**src/rtl/hd_pkg.sv**
```systemverilog
package hd_pkg;
   typedef struct packed {
      logic can_rd;
      logic can_wr;
   } rights_t;

   function automatic logic rights_present(rights_t r);
      return r.can_rd | r.can_wr;
   endfunction
endpackage

```
**src/rtl/hd_line_store.sv**
```systemverilog
module hd_line_store
   import hd_pkg::*;
#(
   parameter int INDEX_W    = 3,
   parameter int TAG_W      = 7,
   parameter bit RESET_TAGS = 1'b1,
   localparam int LINES     = 1 << INDEX_W
) (
   input  logic               clk,
   input  logic               rst_n,
   input  logic               rd_en,
   input  logic [INDEX_W-1:0] rd_index,
   output logic [TAG_W-1:0]   rd_tag_q,
   output rights_t            rd_rights_q,
   input  logic               wr_en,
   input  logic [INDEX_W-1:0] wr_index,
   input  logic [TAG_W-1:0]   wr_tag,
   input  rights_t            wr_rights
);
   logic    [LINES-1:0][TAG_W-1:0] tag_q;
   rights_t [LINES-1:0]            rights_q;

   for (genvar g = 0; g < LINES; g++) begin : g_line
      logic sel;
      assign sel = wr_en && (wr_index == INDEX_W'(g));

      always_ff @(posedge clk or negedge rst_n) begin
         if (!rst_n) rights_q[g] <= '0;
         else if (sel) rights_q[g] <= wr_rights;
      end

      if (RESET_TAGS) begin : g_tag_rst
         always_ff @(posedge clk or negedge rst_n) begin
            if (!rst_n) tag_q[g] <= '0;
            else if (sel) tag_q[g] <= wr_tag;
         end
      end else begin : g_tag_norst
         always_ff @(posedge clk) begin
            if (sel) tag_q[g] <= wr_tag;
         end
      end
   end

   // Registered read of the contents before any same-edge write
   always_ff @(posedge clk or negedge rst_n) begin
      if (!rst_n) begin
         rd_tag_q    <= '0;
         rd_rights_q <= '0;
      end else if (rd_en) begin
         rd_tag_q    <= tag_q[rd_index];
         rd_rights_q <= rights_q[rd_index];
      end
   end

   AST_RIGHTS_ONLY_BY_UPDATE: assert property (@(posedge clk) disable iff (!rst_n)
      !wr_en |=> $stable(rights_q));
   AST_READ_TRACKS_LINE: assert property (@(posedge clk) disable iff (!rst_n)
      (rd_en && !wr_en) |=> (rd_rights_q == rights_q[$past(rd_index)]));
endmodule

```
**src/rtl/hd_compare.sv**
```systemverilog
module hd_compare
   import hd_pkg::*;
#(
   parameter int TAG_W = 7
) (
   input  logic             req_valid,
   input  logic             req_store,
   input  logic             req_flush,
   input  logic [TAG_W-1:0] req_tag,
   input  logic [TAG_W-1:0] line_tag,
   input  rights_t          line_rights,
   output logic             hit,
   output logic             miss,
   output logic             evict,
   output logic             flush_found
);
   logic tag_eq;
   logic present;
   logic need;

   always_comb begin
      tag_eq  = (line_tag == req_tag);
      present = rights_present(line_rights);
      need    = req_store ? line_rights.can_wr : line_rights.can_rd;
      hit         = 1'b0;
      miss        = 1'b0;
      evict       = 1'b0;
      flush_found = 1'b0;
      if (req_valid) begin
         if (req_flush) begin
            flush_found = tag_eq && present;
         end else begin
            hit   = tag_eq && need;
            miss  = !(tag_eq && need);
            evict = !(tag_eq && need) && present && !tag_eq;
         end
      end
   end

   AST_HIT_MISS_EXCL: assert final (!(hit && miss));
   AST_FLUSH_QUIET: assert final (!(flush_found && (hit || miss || evict)));
endmodule

```
**src/rtl/hd_sleep_decode.sv**
```systemverilog
module hd_sleep_decode #(
   parameter int THREADS = 4,
   localparam int TID_W  = $clog2(THREADS)
) (
   input  logic               en,
   input  logic [TID_W-1:0]   thread,
   output logic [THREADS-1:0] sleep
);
   for (genvar g = 0; g < THREADS; g++) begin : g_thr
      assign sleep[g] = en && (thread == TID_W'(g));
   end
endmodule

```
**src/rtl/hd_privilege_hit_detector.sv**
```systemverilog
module hd_privilege_hit_detector
   import hd_pkg::*;
#(
   parameter int ADDR_W     = 12,
   parameter int INDEX_W    = 3,
   parameter int OFFSET_W   = 2,
   parameter int THREADS    = 4,
   parameter bit RESET_TAGS = 1'b1,
   localparam int TAG_W     = ADDR_W - INDEX_W - OFFSET_W,
   localparam int TID_W     = $clog2(THREADS)
) (
   input  logic               clk,
   input  logic               rst_n,
   input  logic               lk_valid,
   input  logic [TID_W-1:0]   lk_thread,
   input  logic [ADDR_W-1:0]  lk_addr,
   input  logic               lk_store,
   input  logic               lk_flush,
   input  logic               upd_valid,
   input  logic [INDEX_W-1:0] upd_index,
   input  logic [TAG_W-1:0]   upd_tag,
   input  logic               upd_can_read,
   input  logic               upd_can_write,
   output logic               res_valid,
   output logic [TID_W-1:0]   res_thread,
   output logic               res_hit,
   output logic               res_miss,
   output logic               res_evict,
   output logic               res_flush,
   output logic [THREADS-1:0] sleep_req
);
   if (TAG_W < 1) begin : g_bad_split
      $error("address too narrow for index and offset");
   end
   if (OFFSET_W < 1 || INDEX_W < 1) begin : g_bad_geom
      $error("index and offset need at least one bit each");
   end
   if (THREADS < 2) begin : g_bad_threads
      $error("at least two threads required");
   end

   logic [INDEX_W-1:0] lk_index;
   logic [TAG_W-1:0]   lk_tag;
   logic               offset_unused;
   assign lk_index      = lk_addr[OFFSET_W +: INDEX_W];
   assign lk_tag        = lk_addr[ADDR_W-1 -: TAG_W];
   assign offset_unused = ^lk_addr[OFFSET_W-1:0];

   logic             req_valid_q;
   logic [TID_W-1:0] req_thread_q;
   logic [TAG_W-1:0] req_tag_q;
   logic             req_store_q;
   logic             req_flush_q;

   always_ff @(posedge clk or negedge rst_n) begin
      if (!rst_n) begin
         req_valid_q  <= 1'b0;
         req_thread_q <= '0;
         req_tag_q    <= '0;
         req_store_q  <= 1'b0;
         req_flush_q  <= 1'b0;
      end else begin
         req_valid_q <= lk_valid;
         if (lk_valid) begin
            req_thread_q <= lk_thread;
            req_tag_q    <= lk_tag;
            req_store_q  <= lk_store;
            req_flush_q  <= lk_flush;
         end
      end
   end

   logic [TAG_W-1:0] line_tag;
   rights_t          line_rights;
   rights_t          upd_rights;
   assign upd_rights = '{can_rd: upd_can_read, can_wr: upd_can_write};

   hd_line_store #(
      .INDEX_W   (INDEX_W),
      .TAG_W     (TAG_W),
      .RESET_TAGS(RESET_TAGS)
   ) store_i (
      .clk        (clk),
      .rst_n      (rst_n),
      .rd_en      (lk_valid),
      .rd_index   (lk_index),
      .rd_tag_q   (line_tag),
      .rd_rights_q(line_rights),
      .wr_en      (upd_valid),
      .wr_index   (upd_index),
      .wr_tag     (upd_tag),
      .wr_rights  (upd_rights)
   );

   hd_compare #(.TAG_W(TAG_W)) cmp_i (
      .req_valid  (req_valid_q),
      .req_store  (req_store_q),
      .req_flush  (req_flush_q),
      .req_tag    (req_tag_q),
      .line_tag   (line_tag),
      .line_rights(line_rights),
      .hit        (res_hit),
      .miss       (res_miss),
      .evict      (res_evict),
      .flush_found(res_flush)
   );

   hd_sleep_decode #(.THREADS(THREADS)) sleep_i (
      .en    (res_miss),
      .thread(req_thread_q),
      .sleep (sleep_req)
   );

   assign res_valid  = req_valid_q;
   assign res_thread = req_thread_q;

   AST_RESULT_NEXT_CYCLE: assert property (@(posedge clk) disable iff (!rst_n)
      lk_valid |=> res_valid);
   AST_NO_RESULT_IDLE: assert property (@(posedge clk) disable iff (!rst_n)
      !lk_valid |=> !res_valid && !res_hit && !res_miss && !res_flush);
   AST_SLEEP_ONEHOT: assert property (@(posedge clk) disable iff (!rst_n)
      $onehot0(sleep_req));
   AST_SLEEP_ON_MISS: assert property (@(posedge clk) disable iff (!rst_n)
      res_miss |-> sleep_req[res_thread]);
   AST_SLEEP_NEEDS_MISS: assert property (@(posedge clk) disable iff (!rst_n)
      (sleep_req != '0) |-> res_miss);
   AST_EVICT_IS_MISS: assert property (@(posedge clk) disable iff (!rst_n)
      res_evict |-> res_miss);
   AST_FLUSH_NO_SLEEP: assert property (@(posedge clk) disable iff (!rst_n)
      res_flush |-> (sleep_req == '0) && !res_hit);
endmodule

```
**config.mk**
```make
export PLATFORM = sky130hd
export DESIGN_NAME = hd_privilege_hit_detector
export DESIGN_NICKNAME = d
export VERILOG_FILES = /design/src/rtl/hd_pkg.sv /design/src/rtl/hd_line_store.sv /design/src/rtl/hd_compare.sv /design/src/rtl/hd_sleep_decode.sv /design/src/rtl/hd_privilege_hit_detector.sv
export SDC_FILE = /design/constraint.sdc
export NUM_CORES = 1
export LEC_CHECK = 0
export ABC_AREA = 1
export BUFFER_PORTS_ARGS = -buffer_cell sky130_fd_sc_hd__buf_2
export CELL_PAD_IN_SITES_DETAIL_PLACEMENT = 0
export CELL_PAD_IN_SITES_GLOBAL_PLACEMENT = 1
export CORE_UTILIZATION = 49
export CTS_BUF_LIST = sky130_fd_sc_hd__clkbuf_4
export DETAILED_ROUTE_END_ITERATION = 8
export PLACE_DENSITY_LB_ADDON = 0.05
export SKIP_CTS_REPAIR_TIMING = 1
export SYNTH_ARGS = -nofsm -noshare
export SYNTH_HDL_FRONTEND = slang
export SYNTH_SLANG_ARGS = --single-unit
export TNS_END_PERCENT = 20
```
**constraint.sdc**
```tcl
create_clock -name clk -period 2.3 [get_ports clk]
set_input_delay 0.46 -clock clk [delete_from_list [all_inputs] [get_ports clk]]
set_output_delay 0.46 -clock clk [all_outputs]
set_load 0.01 [all_outputs]
```
==> impl_metrics.json <==
{
  "critPathBufInv": 1,
  "seq_area_sq_mm": 0.00233,
  "path_depth": 7,
  "cts_made_buffers": 9,
  "crit_path_start_kind": "register",
  "synth.top_cell.area_share_pct": 53.4,
  "nNetsFinal": 591,
  "hold_depth": 3,
  "drc": 0,
  "synth_top_family_by_area": "simple AND/OR/NAND/NOR gates",
  "critPathCaptureType": "primary output",
  "max-slew-margin-rel_pct": 52.4,
  "total_leakage_power_nw": 2.40,
  "dp_hpwl_mm": 6.49,
  "crit_chain": "xnor2_1, nand2_1, nor2_4, nand3_2, nand2_2, nor2_1, buf_2",
  "synth_compound_area_share_pct": 16.4,
  "synth_area_leaders": "dfrtp_1 (53%), nand2_1 (13%), o21ai_0 (9.9%)",
  "r2r_cells": 4,
  "dp_slack_ns": 0.486,
  "cpLargestDelayFamily": "simple AND/OR/NAND/NOR gates",
  "place_area_sq_mm": 0.00460,
  "hold_viol_final": 0,
  "io_pins": 43,
  "worst-path-max-fanout": 5,
  "layout_commonest_cell": "nand2_1",
  "core_area_sq_mm": 0.00868,
  "htreeDepth": 3,
  "hold_ws_ns": 0.218,
  "layout-drive-gt1-share_pct": 14.4,
  "drv_cap": 0,
  "synth_area_sq_mm": 0.00436,
  "setup_viol": 0,
  "muxShareOfSynthArea_pct": 0,
  "wire_per_inst_um": 14.3,
  "fin_area_sq_mm": 0.00477,
  "portBuffers": 40,
  "clk_pin_slew_ns": 0.14,
  "post-route-min-period_ns": 2.15,
  "power_density_mw_per_mm2": 751,
  "grt_pass1_wl_mm": 15.2,
  "synth.avg_cell_area_sq_um": 8.27,
  "ir_worst_vdd_v": 0.000346,
  "insertedDiodeCount": 0,
  "insertion_delay_ns": 0.43,
  "slew_viol_final": 0,
  "rsz0062_at_grt": "no",
  "synthesis.nets": 559,
  "via_count": 3476,
  "yosysSeqAreaShare_pct": 53.4,
  "cts_root_buf": "clkbuf_4",
  "clock-skew-final_ns": 0.0186,
  "num_rows": 34,
  "ys_warn_count": 0,
  "clock.fmax_ghz": 0.465,
  "synth_cell_types": 24,
  "synthToLayoutAreaGrowth_pct": 9.30,
  "die_area_sq_mm": 0.00928,
  "antenna_left": 0,
  "synth_fa_ha_area_share_pct": 0,
  "critPathKind": "register to primary output",
  "layout_setup_ws_ns": 0.148,
  "grt_antenna_before_repair": 0,
  "firstDrtPassIters": 4,
  "grt_pass1_vias": 3015,
  "clk_path_buf_depth": 2,
  "multi_input_area_sq_mm": 0.00165,
  "die_w_um": 96.3,
  "netlist_instances": 527,
  "start_util_pct": 50.2,
  "cts_sinks": 93,
  "outcome": "finished clean",
  "period_share_pct": 93.6,
  "grt_start_max_net_pins": 57,
  "worstPathRequired_ns": 1.84,
  "drt_wl_total_mm": 9.59,
  "fill_cells": 872,
  "synthSimpleGateAreaFrac_pct": 19.7,
  "arrival_ns": 1.69,
  "ys_ff_latch": 93,
  "drtIter0Drc": 151,
  "overflow": 0,
  "worst_pin_slew_ns": 0.712,
  "slowest_stage": "dfrtp_1",
  "synth_top_cell_by_area": "dfrtp_1",
  "synth-xor-area-share_pct": 1.21,
  "dieHeight_um": 96.3,
  "via_per_inst": 5.18,
  "final_cell_mix": "nand2_1 (149), dfrtp_1 (93), o21ai_0 (86), inv_1 (62), buf_2 (39)",
  "cts_tree": "built",
  "grt_use_total_pct": 22.5,
  "holdCritPathClass": "input port to register",
  "timing.critical_path.slowest_cell_delay_ns": 0.45,
  "globalplace.congestion": 0.755,
  "setup_tns_ns": 0
}
[cells in the mapped netlist, drive strengths merged]
cell type    n
nor2        14
o211ai      18
nand3       30
nor3         3
inv         64
nand2      158
buf         19
dfrtp       93
clkbuf       6
clkinv       1
xor2         3
o21ai       97
a21oi       18
xnor2        3
[worst reg2reg max path, cell delays in order (launching register included)]
cell,delay [ns]
dfrtp_1,0.41
o211ai_1,0.20
nand3_1,0.16
nand3_1,0.16
nand2_1,0.06
[report_power, final]
| part | internal (W) | total, W | switching, W |
|---|---|---|---|
| Sequential | 0.00191 | 0.00206 | 0.000146 |
| Clock | 0.000349 | 0.000870 | 0.000521 |
| Combinational | 0.000256 | 0.000650 | 0.000394 |
| Total | 0.00252 | 0.00358 | 0.00106 |
[state kept, by name, indices dropped and copies added, names as in the netlist]
name	cells
res_thread	2
store_i.rights_q	16
req_tag_q	7
req_flush_q	1
store_i.rd_tag_q	7
res_valid	1
store_i.rd_rights_q	2
store_i.tag_q	56
req_store_q	1
[cells by family after synthesis]
group,after synthesis
AOI/OAI and AO/OA,133
DFF,93
and+or+nand+nor,205
buffers and inverters,90
xor gates and xnor gates,6
[per-stage QoR]
stage / total power [W] / utilization [%] / std cells
3_3_place_gp: 0.00271 / 53.0 / 655
2_1_floorplan: 0.00252 / - / 527
3_5_place_dp: 0.00274 / 53.0 / 655
4_1_cts: 0.00361 / 54.5 / 670
6_report: 0.00358 / 54.9 / 671
5_1_grt: 0.00382 / 54.9 / 671
[final timing paths]
| kind | slack, ns | end | startpoint |
|---|---|---|---|
| worst max-delay path | 0.15 | sleep_req[0] | store_i.rd_tag_q[6] |
| worst min-delay path | 0.22 | req_tag_q[4] | lk_addr[9] |
| worst max register to register | 1.23 | store_i.rd_tag_q[2] | store_i.tag_q[16] |
| worst min register to register | 0.49 | store_i.rights_q[9] | store_i.rights_q[9] |
| max in group asynchronous | 1.10 | store_i.tag_q[1] | rst_n |
| min in group asynchronous | 0.53 | req_tag_q[5] | rst_n |
[layer usage]
| metal | up-vias | part of all wire [%] | GRT usage (%) | wire length [um] |
|---|---|---|---|---|
| met4 | 0 | 1.3 | 6.00 | 127 |
| met2 | 73 | 47 | 36.0 | 4470 |
| li1 | 1756 | - | - | - |
| met5 | - | 0 | 0 | 0 |
| met1 | 1637 | 48 | 31.5 | 4600 |
| met3 | 10 | 4.1 | 4.34 | 390 |
[cell type report]
| type | count | area share, % |
|---|---|---|
| Timing Repair Buffer | 46 | 5.78 |
| Sequential cell | 93 | 48.8 |
| Multi-Input combinational cell | 344 | 34.7 |
| Tap cell | 108 | 2.84 |
| Inverter | 65 | 5.12 |
| Clock buffer | 11 | 1.73 |
| Clock inverter | 4 | 1.05 |
Power figures use the tool's default switching activity.
